--- config.mk ---
export PLATFORM = sky130hd
export DESIGN_NAME = vphy_fc_ctrl
export DESIGN_NICKNAME = d
export VERILOG_FILES = /design/src/rtl/vphy_fc_pkg.sv /design/src/rtl/vphy_reset_seq.sv /design/src/rtl/vphy_pause_resolve.sv /design/src/rtl/vphy_regfile.sv /design/src/rtl/vphy_fc_ctrl.sv
export SDC_FILE = /design/constraint.sdc
export NUM_CORES = 1
export LEC_CHECK = 0
export CAP_MARGIN = 20
export CORE_MARGIN = 5
export CORE_UTILIZATION = 40
export DETAILED_ROUTE_END_ITERATION = 6
export GPL_ROUTABILITY_DRIVEN = 0
export GPL_TIMING_DRIVEN = 0
export PLACE_DENSITY = 0.8
export SLEW_MARGIN = 20
export SYNTH_ARGS = -nofsm -noshare
export SYNTH_HDL_FRONTEND = slang
export SYNTH_SLANG_ARGS = --single-unit
--- constraint.sdc ---
create_clock -name clk -period 3.1 [get_ports clk]
set_clock_uncertainty 0.15 [all_clocks]
set_input_delay 0.31 -clock clk [delete_from_list [all_inputs] [get_ports clk]]
set_output_delay 0.31 -clock clk [all_outputs]
set_load 0.02 [all_outputs]
--- src/rtl/vphy_fc_pkg.sv ---
`timescale 1ns/1ps
package vphy_fc_pkg;
   // register offsets
   localparam int OFF_BASIC   = 0;
   localparam int OFF_ADV     = 1;
   localparam int OFF_PARTNER = 2;
   localparam int OFF_MANUAL  = 3;
   localparam int OFF_RSTCTL  = 4;
   localparam int OFF_PWRMGT  = 5;
   // bit positions
   localparam int BIT_BASIC_RST  = 15;
   localparam int BIT_BASIC_AN   = 12;
   localparam int BIT_BASIC_DUP  = 8;
   localparam int BIT_ADV_ASYM   = 11;
   localparam int BIT_ADV_SYM    = 10;
   localparam int BIT_RSTCTL_RST = 3;
   localparam int BIT_PWRMGT_RST = 10;

   typedef struct packed {
      logic autoneg;
      logic duplex;
      logic adv_sym;
      logic adv_asym;
      logic man_sel;
      logic man_tx;
      logic man_rx;
   } fc_state_t;

   localparam fc_state_t FC_DEFAULTS = '{autoneg: 1'b1, duplex: 1'b1,
                                         adv_sym: 1'b1, adv_asym: 1'b0,
                                         man_sel: 1'b0, man_tx: 1'b0,
                                         man_rx: 1'b0};
endpackage

--- src/rtl/vphy_reset_seq.sv ---
`timescale 1ns/1ps
module vphy_reset_seq #(
   parameter int RST_CYCLES = 10200
) (
   input  logic clk,
   input  logic rst_n,
   input  logic req,
   output logic busy
);
   localparam int CNT_W = (RST_CYCLES > 2) ? $clog2(RST_CYCLES) : 1;

   generate
      if (RST_CYCLES < 1) begin : g_bad
         $error("RST_CYCLES must be at least 1");
      end
      if (RST_CYCLES == 1) begin : g_pulse
         always_ff @(posedge clk or negedge rst_n) begin
            if (!rst_n) busy <= 1'b0;
            else        busy <= req;
         end
      end else begin : g_count
         logic [CNT_W-1:0] remain_q;
         always_ff @(posedge clk or negedge rst_n) begin
            if (!rst_n) begin
               busy     <= 1'b0;
               remain_q <= '0;
            end else if (req) begin
               busy     <= 1'b1;
               remain_q <= CNT_W'(RST_CYCLES - 1);
            end else if (busy) begin
               if (remain_q == '0) busy <= 1'b0;
               else                remain_q <= remain_q - 1'b1;
            end
         end
      end
   endgenerate
endmodule

--- src/rtl/vphy_pause_resolve.sv ---
`timescale 1ns/1ps
module vphy_pause_resolve #(
   parameter bit GATE_HALF_DUPLEX = 1'b1
) (
   input  logic autoneg,
   input  logic duplex,
   input  logic loc_sym,
   input  logic loc_asym,
   input  logic par_sym,
   input  logic par_asym,
   input  logic man_sel,
   input  logic man_tx,
   input  logic man_rx,
   output logic tx_en,
   output logic rx_en
);
   logic an_tx, an_rx, dup_ok, use_manual;

   // priority resolution between local and partner abilities
   assign an_tx = (loc_sym & par_sym) | (~loc_sym & loc_asym & par_sym & par_asym);
   assign an_rx = (loc_sym & par_sym) | (loc_sym & loc_asym & ~par_sym & par_asym);

   generate
      if (GATE_HALF_DUPLEX) begin : g_gate
         assign dup_ok = duplex;
      end else begin : g_nogate
         assign dup_ok = 1'b1;
      end
   endgenerate

   assign use_manual = man_sel | ~autoneg;
   assign tx_en = use_manual ? man_tx : (an_tx & dup_ok);
   assign rx_en = use_manual ? man_rx : (an_rx & dup_ok);
endmodule

--- src/rtl/vphy_regfile.sv ---
`timescale 1ns/1ps
module vphy_regfile import vphy_fc_pkg::*; #(
   parameter int DATA_W = 16,
   parameter int ADDR_W = 3
) (
   input  logic              clk,
   input  logic              rst_n,
   input  logic              clear,
   input  logic              wr,
   input  logic [ADDR_W-1:0] addr,
   input  logic [DATA_W-1:0] wdata,
   output fc_state_t         st
);
   logic unused_wdata;
   assign unused_wdata = ^wdata;

   always_ff @(posedge clk or negedge rst_n) begin
      if (!rst_n) begin
         st <= FC_DEFAULTS;
      end else if (clear) begin
         st <= FC_DEFAULTS;
      end else if (wr) begin
         if (addr == ADDR_W'(OFF_BASIC)) begin
            st.autoneg <= wdata[BIT_BASIC_AN];
            st.duplex  <= wdata[BIT_BASIC_DUP];
         end
         if (addr == ADDR_W'(OFF_ADV)) begin
            st.adv_sym  <= wdata[BIT_ADV_SYM];
            st.adv_asym <= wdata[BIT_ADV_ASYM];
         end
         if (addr == ADDR_W'(OFF_MANUAL)) begin
            st.man_sel <= wdata[0];
            st.man_tx  <= wdata[1];
            st.man_rx  <= wdata[2];
         end
      end
   end
endmodule

--- src/rtl/vphy_fc_ctrl.sv ---
`timescale 1ns/1ps
module vphy_fc_ctrl import vphy_fc_pkg::*; #(
   parameter int DATA_W           = 16,
   parameter int ADDR_W           = 3,
   parameter int RST_CYCLES       = 10200,
   parameter bit GATE_HALF_DUPLEX = 1'b1
) (
   input  logic              clk,
   input  logic              rst_n,
   input  logic              reg_wr,
   input  logic [ADDR_W-1:0] reg_addr,
   input  logic [DATA_W-1:0] reg_wdata,
   output logic [DATA_W-1:0] reg_rdata,
   output logic              tx_pause_en,
   output logic              rx_pause_en,
   output logic              full_duplex,
   output logic              phy_rst
);
   generate
      if (DATA_W < 16) begin : g_bad_dw
         $error("DATA_W must be at least 16");
      end
      if (ADDR_W < 3) begin : g_bad_aw
         $error("ADDR_W must be at least 3");
      end
   endgenerate

   fc_state_t   st;
   logic        rst_req, busy, par_sym, par_asym;
   logic [15:0] rd16;

   assign rst_req = reg_wr &
      (((reg_addr == ADDR_W'(OFF_BASIC))  & reg_wdata[BIT_BASIC_RST])  |
       ((reg_addr == ADDR_W'(OFF_RSTCTL)) & reg_wdata[BIT_RSTCTL_RST]) |
       ((reg_addr == ADDR_W'(OFF_PWRMGT)) & reg_wdata[BIT_PWRMGT_RST]));

   vphy_reset_seq #(.RST_CYCLES(RST_CYCLES)) seq_i (
      .clk(clk), .rst_n(rst_n), .req(rst_req), .busy(busy));

   vphy_regfile #(.DATA_W(DATA_W), .ADDR_W(ADDR_W)) regs_i (
      .clk(clk), .rst_n(rst_n), .clear(rst_req | busy), .wr(reg_wr),
      .addr(reg_addr), .wdata(reg_wdata), .st(st));

   // synthesized partner: mirrors local pause advertisement
   assign par_sym  = st.adv_sym;
   assign par_asym = st.adv_asym;

   vphy_pause_resolve #(.GATE_HALF_DUPLEX(GATE_HALF_DUPLEX)) res_i (
      .autoneg(st.autoneg), .duplex(st.duplex),
      .loc_sym(st.adv_sym), .loc_asym(st.adv_asym),
      .par_sym(par_sym), .par_asym(par_asym),
      .man_sel(st.man_sel), .man_tx(st.man_tx), .man_rx(st.man_rx),
      .tx_en(tx_pause_en), .rx_en(rx_pause_en));

   assign full_duplex = st.duplex;
   assign phy_rst     = busy;

   always_comb begin
      rd16 = '0;
      if (reg_addr == ADDR_W'(OFF_BASIC)) begin
         rd16[BIT_BASIC_RST] = busy;
         rd16[BIT_BASIC_AN]  = st.autoneg;
         rd16[BIT_BASIC_DUP] = st.duplex;
      end
      if (reg_addr == ADDR_W'(OFF_ADV)) begin
         rd16[BIT_ADV_ASYM] = st.adv_asym;
         rd16[BIT_ADV_SYM]  = st.adv_sym;
         rd16[0]            = 1'b1;
      end
      if (reg_addr == ADDR_W'(OFF_PARTNER)) begin
         rd16[BIT_ADV_ASYM] = par_asym;
         rd16[BIT_ADV_SYM]  = par_sym;
         rd16[0]            = 1'b1;
      end
      if (reg_addr == ADDR_W'(OFF_MANUAL)) begin
         rd16[0] = st.man_sel;
         rd16[1] = st.man_tx;
         rd16[2] = st.man_rx;
         rd16[4] = st.duplex;
         rd16[5] = tx_pause_en;
         rd16[6] = rx_pause_en;
      end
      if (reg_addr == ADDR_W'(OFF_RSTCTL)) rd16[BIT_RSTCTL_RST] = busy;
      if (reg_addr == ADDR_W'(OFF_PWRMGT)) rd16[BIT_PWRMGT_RST] = busy;
   end

   assign reg_rdata = DATA_W'(rd16);
endmodule

Yosys cells after proc, flatten, opt, wreduce, memory -nomap -nowiden
Cells that the tools add are included.
{"block": "totals", "register_bits": 22, "romBits": 0, "n_memories": 0, "out_inout_bits": 20, "latch_bits": 0, "ramBits": 0}
{"block": "classes", "eq_ne": 6, "addsub": 1, "multipliers": 0, "magnitude_cmp": 0, "n_mux": 24, "n_reduce_logical": 11, "n_div": 0, "bitwise": 20, "n_shift": 0}
{"cell": "$mux 14", "n": 3}
{"cell": "$logic_not 14->1", "n": 1}
{"cell": "$mux 7", "n": 2}
{"cell": "$sub 14x1->14 const B", "n": 1}
{"cell": "$and 1x1->1", "n": 12}
{"cell": "$mux 1", "n": 12}
{"cell": "$reduce_bool 2->1", "n": 5}
{"cell": "$mux 3", "n": 3}
{"cell": "$mux 2", "n": 4}
{"cell": "$reduce_and 2->1", "n": 4}
{"cell": "$eq 3x2->1 const B", "n": 2}
{"cell": "$eq 3x3->1 const B", "n": 2}
{"cell": "$or 1x1->1", "n": 6}
{"cell": "$eq 3x1->1 const B", "n": 1}
{"cell": "$logic_not 3->1", "n": 1}
{"cell": "$ne 2x2->1 const B", "n": 1}
{"cell": "$not 1->1", "n": 2}

Longest topological paths before layout
Gate-level depths: netlist of the first run.
{"block": "logic_depth", "word_depth": 8, "ltp_mapped": 7}

Hierarchy
Synthesis of the first run repeated with hierarchy kept, for this count alone.
{"block": "unflattened", "hier_cells": 157, "hier_area_um2": 1488.9}
{"mod": "vphy_reset_seq", "n_inst": 1, "area_each_um2": 848.3, "seq_area_each_um2": 375.4, "cells_per_inst": 84}
{"mod": "vphy_regfile", "n_inst": 1, "area_each_um2": 369.1, "seq_area_each_um2": 178.9, "cells_per_inst": 33}
{"mod": "vphy_fc_ctrl", "n_inst": 1, "area_each_um2": 220.2, "seq_area_each_um2": 0.0, "cells_per_inst": 33}
{"mod": "vphy_pause_resolve", "n_inst": 1, "area_each_um2": 51.3, "seq_area_each_um2": 0.0, "cells_per_inst": 7}

Worst setup path before layout of the first run
Ideal clock, no wire load.
{"block": "synth_timing", "kind": "register -> register", "start": "register seq_i.g_count.remain_q[0]", "end": "register seq_i.g_count.remain_q[7]", "path_slack_ns": 0.689, "arrival_ns": 2.129, "n_path_buf": 1, "period_less_slack_ns": 2.411, "setup_time_ns": 0.131, "stages_incl_launch_ff": 8, "path_cell_list": "dfrtp_1 > inv_1 > ha_1 > or4b_2 > o41ai_4 > buf_6 > nor4_1 > or3_1"}
{"block": "synth_via", "elab_chain_len": 4, "word_cells_on_any_way": 7, "classes_between": "add/sub: 1; eq/ne: 1; mux: 3; reduce/logical: 2"}
{"element": "start, declared", "line_no": "vphy_reset_seq.sv:22", "rtl": "logic [CNT_W-1:0] remain_q;"}
{"element": "start signal, assigned", "line_no": "vphy_reset_seq.sv:29", "rtl": "remain_q <= CNT_W'(RST_CYCLES - 1);"}
{"element": "start signal, assigned", "line_no": "vphy_reset_seq.sv:32", "rtl": "else remain_q <= remain_q - 1'b1;"}
{"element": "$sub 14x1->14", "line_no": "vphy_reset_seq.sv:32"}
{"element": "$mux 14", "line_no": "vphy_reset_seq.sv:31", "rtl": "if (remain_q == '0) busy <= 1'b0;"}
{"element": "$mux 14", "line_no": "vphy_reset_seq.sv:30", "rtl": "end else if (busy) begin"}
{"element": "$mux 14", "line_no": "vphy_reset_seq.sv:27", "rtl": "end else if (req) begin"}
Several ways; a longest one is shown, not always the timed one. The select of a mux whose other input is x is not followed.
A chain may end at the register's enable or synchronous reset.

Worst setup path after layout of the first run
{"block": "layout_timing", "start": "register seq_i.busy", "end": "output port reg_rdata[15]"}
{"block": "layout_via", "elab_chain_len": 1}
{"element": "start, declared", "line_no": "vphy_reset_seq.sv:8", "rtl": "output logic busy"}
{"element": "start signal, assigned", "line_no": "vphy_reset_seq.sv:25", "rtl": "busy <= 1'b0;"}
{"element": "start signal, assigned", "line_no": "vphy_reset_seq.sv:28", "rtl": "busy <= 1'b1;"}
{"element": "start signal, assigned", "line_no": "vphy_reset_seq.sv:31"}
{"element": "$mux 1", "line_no": "vphy_fc_ctrl.sv:60", "rtl": "if (reg_addr == ADDR_W'(OFF_BASIC)) begin"}
{"element": "end, declared", "line_no": "vphy_fc_ctrl.sv:13", "rtl": "output logic [DATA_W-1:0] reg_rdata,"}
Every way passes these cells.

==> results.toml, run 1 <==
[status]
outcome = "completed"

[logic_synthesis]
post-synth-top-area-fraction = 0.328
synthDistinctLibCells = 51
synth_seq_cells = 22
synth_edf_count = 0
ys_seq_area_frac = 0.383
synth_area_leaders = "dfrtp_1 (33%), dfstp_2 (5.4%), o21ai_0 (3.5%), nand2_1 (3.1%), nor2_1 (3.1%)"
synth_top_area_cell = "dfrtp_1"
synthArstFlopShare = 1.00
yosys_most_used_dff = "dfrtp_1"
ys_warn_count = 0
netlist_area_um2 = 1450
syn_avg_cell_area_um2 = 8.89
syn-instance-count = 163

[cts]
cts_tree = "yes"
cts-buffers-inserted = 3
cts_buffer_depth = 2
clkSlewWorstSetupHoldPaths_ps = 130
ctsResizeCount = 0
cts_root_buffer = "clkbuf_4"
htreeDepth = 1
postCtsSetupBuffers = 0
cts_hold_buffers = 0
clock-sinks = 22
insertion_delay_ps = 320

[critical_path]
cp-end-kind = "output pin"
worstPathArrival_ps = 2230
critPathKind = "flop to output pin"
path_cells = "clkbuf_1, inv_1, nor3_1, clkdlybuf4s50_1"
timing.critical_path.slowest_stage_cell = "clkdlybuf4s50_1"
cp-start-kind = "flop"
critical_path_required_ps = 2640
r2r_slack_ps = 490
slowest_delay_ps = 640
cp_max_fo = 10

[finish]
final_util = 0.549
drive_above_1_share = 0.129
final_nets = 225
antennaDiodeCount = 0
regArea_um2 = 554
syn_to_final_growth_pct = 29.4
nFillCells = 318
multiInputGateArea_um2 = 811

[pwr]
power.leakage_nw = 0.746
power_density_nw_per_um2 = 436
peakVddDrop_v = 0.000349

[sta]
min_period_ps = 2690
finalSetupViolCount = 0
setup_tns_ps = 0
tightest_slew_ps = 535
finalMaxSlewViolations = 0
layout_worst_path_cycle_share = 0.868
slew_headroom = 0.643
fmax_mhz = 372
hold_viol = 0
rsz0062_at_grt = "false"

[die]
pin_count = 42
initial_utilization = 0.424
die_area_um2 = 4930
rows = 21
die_h_um = 70.2
core_area_um2 = 3420
die_w_um = 70.2

[route]
drc_errors = 0
dr.pass1.iters = 4
wl_per_cell_um = 14.0
viasPerCell = 5.47
vias = 1350
ant_nets = 0
totalWireLength_um = 3470
drtIter0Drc = 68

[placement]
hpwl_um = 2630
io_buffers = 30

[global_routing]
grtUsageTotal = 0.144
grt_max_degree = 23
grt_overflow_total = 0
grt_antenna_before_repair = 0
grt_pass1_vias = 1256
grt_pass1_wl_um = 5840

[job]
maxCapViolCount = 0

[min_path]
hp-class = "input pin to asynchronous set/reset pin"
-- sequential cells by signal (all words and copies together) (netlist names) --
| register | count |
|---|---|
| seq_i.busy | 1 |
| seq_i.g_count.remain_q | 14 |
| regs_i.st | 7 |
-- cell usage after synthesis, types with 2 or more instances --
cell type  number
clkbuf_1        4
nor3b_1         3
o211ai_1        4
a2bb2oi_1       3
o31ai_1         3
o21ai_0        10
or3_2           2
nor4_1          4
or3_1           7
nand2_1        12
nor2b_1         2
nand2b_1        3
nand3_1         5
mux2i_1         3
nor2_1         12
o31a_2          2
buf_6           2
or3b_2          2
nand3b_1        2
a22oi_1         3
and2_1          5
nor3_1          5
o22ai_1         2
or4_1           2
a21oi_1         7
buf_4           4
dfrtp_1        19
inv_1           6
dfstp_2         3
-- worst max-delay path: cells and delay by family (launching register included) --
kind	cells	cell delay, ps
buf+inv	3	1320
flops	1	380
simple gates	1	220
-- logic make-up (layout without fill, tap and decap cells) --
group / Yosys count / after routing / synth area share
flops: 22 / 22 / 0.383
compound gates: 41 / 41 / 0.205
buf+inv: 17 / 52 / 0.0656
fa+ha+maj: 1 / 1 / 0.00863
other cells: 1 / 4 / 0.00259
xor+xnor: 1 / 1 / 0.00605
simple gates: 77 / 77 / 0.309
mux: 3 / 3 / 0.0207
-- path summary, 6_finish.rpt --
kind / from / to / cells after the start
worst max register to register: seq_i.g_count.remain_q[0] / seq_i.g_count.remain_q[7] / 7
max in group asynchronous: rst_n / regs_i.st[4] / 2
worst max-delay path: seq_i.busy / reg_rdata[15] / 4
worst min-delay path: rst_n / seq_i.g_count.remain_q[11] / 2
worst min register to register: seq_i.g_count.remain_q[0] / seq_i.g_count.remain_q[0] / 2
min in group clk: reg_wdata[8] / regs_i.st[5] / 3
-- per-stage QoR --
| stage | instance area (µm²) | cells | power, W | hold slack (ps) | worst slack, ps |
|---|---|---|---|---|---|
| floorplan | 1460 | 166 | 0.000528 | -136 | 689 |
| global placement | 1820 | 242 | 0.000595 | 375 | 453 |
| detailed placement | 1820 | 242 | 0.000604 | 391 | 426 |
| CTS | 1870 | 246 | 0.000824 | 392 | 379 |
| global route | 1880 | 247 | 0.000877 | 357 | 263 |
| finish | 1880 | 247 | 0.000818 | 321 | 410 |
-- power by group --
group | internal, W | switching [W]
logic | 0.000107 | 0.000109
clock network | 0.000131 | 0.0000884
registers | 0.000335 | 0.0000477
total | 0.000573 | 0.000245
-- layout by cell type, fill, tap and decap left out, drive strengths merged, types with 4 or more instances in the layout --
cell type and count:
nor3 5, or4 4, buf 8, nand3 5, o21ai 10, o211ai 4
or3 9, clkdlybuf4s50 29, a21oi 7, clkbuf 7, nor4 4, dfrtp 19
nand2 12, and2 6, nor2 12, inv 6, conb 4
-- area by class of cell --
type,instances,share of cell area
clock buffer,3,0.0120
tap,46,0.0307
timing repair buffer,31,0.163
inverter,6,0.0120
clock inverter,1,0.0160
sequential,22,0.296
buffer,11,0.0387
multi-input combinational,127,0.432
-- routing by layer --
layer | share of wire | global-route usage
met5 | 0 | 0
met3 | 0.034 | 0.0273
met1 | 0.46 | 0.193
met2 | 0.49 | 0.235
met4 | 0.021 | 0.0447
Power figures use the tool's default switching activity.
==> run 2, diff against run 1 <==
--- a/config.mk
+++ b/config.mk
@@ -12,7 +12,6 @@
 export GPL_ROUTABILITY_DRIVEN = 0
 export GPL_TIMING_DRIVEN = 0
 export PLACE_DENSITY = 0.8
-export SLEW_MARGIN = 20
 export SYNTH_ARGS = -nofsm -noshare
 export SYNTH_HDL_FRONTEND = slang
 export SYNTH_SLANG_ARGS = --single-unit
==> results.toml, run 2 (synthesis gave the netlist of run 1 again) <==
[critical_path]
r2r_slack_ps = 490
cp-startpoint = "seq_i.busy"
cp-end-kind = "output pin"
cp_top_family = "buffers and inverters"
slowest_delay_ps = 640
r2r-start = "seq_i.g_count.remain_q[0]"
cp_max_fo = 10
critical_path_required_ps = 2640
cp-start-kind = "flop"
timing.critical_path.slowest_stage_cell = "clkdlybuf4s50_1"
path_cells = "clkbuf_1, inv_1, nor3_1, clkdlybuf4s50_1"
crit_cells = 4
reg2reg_depth = 7
critPathKind = "flop to output pin"
worstPathArrival_ps = 2230
path_buf_inv = 3

[cts]
cts_hold_buffers = 0
ctsResizeCount = 0
postCtsSetupBuffers = 0
cts_root_buffer = "clkbuf_4"
htreeDepth = 1
cts-buffers-inserted = 3
insertion_delay_ps = 320
cts_tree = "yes"
cts_buffer_depth = 2
clkSlewWorstSetupHoldPaths_ps = 130
clock-sinks = 22

[route]
drtIter0Drc = 65
dr.pass1.iters = 4
ant_nets = 0
vias = 1340
viasPerCell = 5.43
wl_per_cell_um = 14.0
totalWireLength_um = 3450
drc_errors = 0

[die]
die_area_um2 = 4930
pin_count = 42
rows = 21
initial_utilization = 0.424
die_h_um = 70.2
core_area_um2 = 3420
die_w_um = 70.2

[global_routing]
grtUsageTotal = 0.144
grt_max_degree = 23
grt_pass1_wl_um = 5840
grt_pass1_vias = 1256
grt_antenna_before_repair = 0
grt_overflow_total = 0

[finish]
largest_reg_flops = 14
finalInstanceArea_um2 = 1890
final_nets = 225
top_register = "seq_i.g_count.remain_q"
antennaDiodeCount = 0
drive_above_1_share = 0.129
layout_common_cells = "clkdlybuf4s50_1 (30), dfrtp_1 (19), nand2_1 (12), nor2_1 (12), o21ai_0 (10)"
final_common_cell = "clkdlybuf4s50_1"
reg_top3 = "seq_i.g_count.remain_q (14), regs_i.st (7), seq_i.busy (1)"
syn_to_final_growth_pct = 30.1
nFillCells = 314

[sta]
rsz0062_at_grt = "false"
fmax_mhz = 372
setup_tns_ps = 0
layout_worst_path_cycle_share = 0.867
fin_ws_ps = 413
hold_viol = 0
tightest_slew_ps = 532
slew_headroom = 0.646
finalMaxSlewViolations = 0
min_period_ps = 2690
finalSetupViolCount = 0

[placement]
place_ws_ps = 426
post_dp_cell_area_um2 = 1820
io_buffers = 30
hpwl_um = 2630

[job]
maxCapViolCount = 0

[pwr]
peakVddDrop_v = 0.000349
power.leakage_nw = 0.749
power_density_nw_per_um2 = 435

[status]
outcome = "completed"

[min_path]
hp-class = "input pin to asynchronous set/reset pin"
[run 2: cell count changes in the layout (fill, tap and decap cells not counted)]
cell and delta:
clkdlybuf4s50_1 +1, buf_2 -1, buf_8 +1, dlygate4sd3_1 -1
[run 2: cell type report]
| class | instances | area, µm² | area share |
|---|---|---|---|
| clock buffer | 3 | 22.5 | 0.0119 |
| multi-input combinational | 127 | 811 | 0.430 |
| clock inverter | 1 | 30.0 | 0.0159 |
| tap | 46 | 57.6 | 0.0305 |
| inverter | 6 | 22.5 | 0.0119 |
| timing repair buffer | 31 | 315 | 0.167 |
| buffer | 11 | 72.6 | 0.0385 |
| sequential | 22 | 554 | 0.294 |
[run 2: worst register-to-register path, stage by stage, from the launching register on]
cell and delay, ps:
dfrtp_1 430, inv_1 90, ha_1 210, or4b_2 720, o41ai_4 340, buf_6 190
nor4_1 50, or3_1 350
[run 2: path summary, 6_finish.rpt]
kind	to
min reg2reg	seq_i.g_count.remain_q[0]
max in group asynchronous	regs_i.st[4]
min in group clk	regs_i.st[5]
max reg2reg	seq_i.g_count.remain_q[7]
min	seq_i.g_count.remain_q[12]
max	reg_rdata[15]
[run 2: metrics by stage]
stage	utilization	total power [W]	hold WS, ps	std cells
2_1_floorplan	-	0.000528	-136	166
3_3_place_gp	0.532	0.000595	375	242
3_5_place_dp	0.532	0.000604	391	242
4_1_cts	0.548	0.000824	392	246
5_1_grt	0.552	0.000879	171	247
6_report	0.552	0.000820	152	247
[run 2: power breakdown]
group	leakage (nW)	internal, W	switching [W]
logic	0.471	0.000109	0.000109
clock network	0.0279	0.000131	0.0000888
registers	0.250	0.000335	0.0000473
[run 2: routing by layer]
layer	track usage	share of wire	up-vias	routed length, µm
li1	-	-	670	-
met1	0.193	0.46	641	1580
met2	0.235	0.49	23	1700
met3	0.0273	0.030	6	105
met4	0.0447	0.019	0	65
met5	0	0	-	0
==> run 3, diff against run 2 <==
--- a/config.mk
+++ b/config.mk
@@ -11,7 +11,9 @@
 export DETAILED_ROUTE_END_ITERATION = 6
 export GPL_ROUTABILITY_DRIVEN = 0
 export GPL_TIMING_DRIVEN = 0
+export HOLD_SLACK_MARGIN = 0.05
 export PLACE_DENSITY = 0.8
+export SLEW_MARGIN = 20
 export SYNTH_ARGS = -nofsm -noshare
 export SYNTH_HDL_FRONTEND = slang
 export SYNTH_SLANG_ARGS = --single-unit
==> results of run 3 <==
Final layout, timing and power as in run 1 (identical DEF).
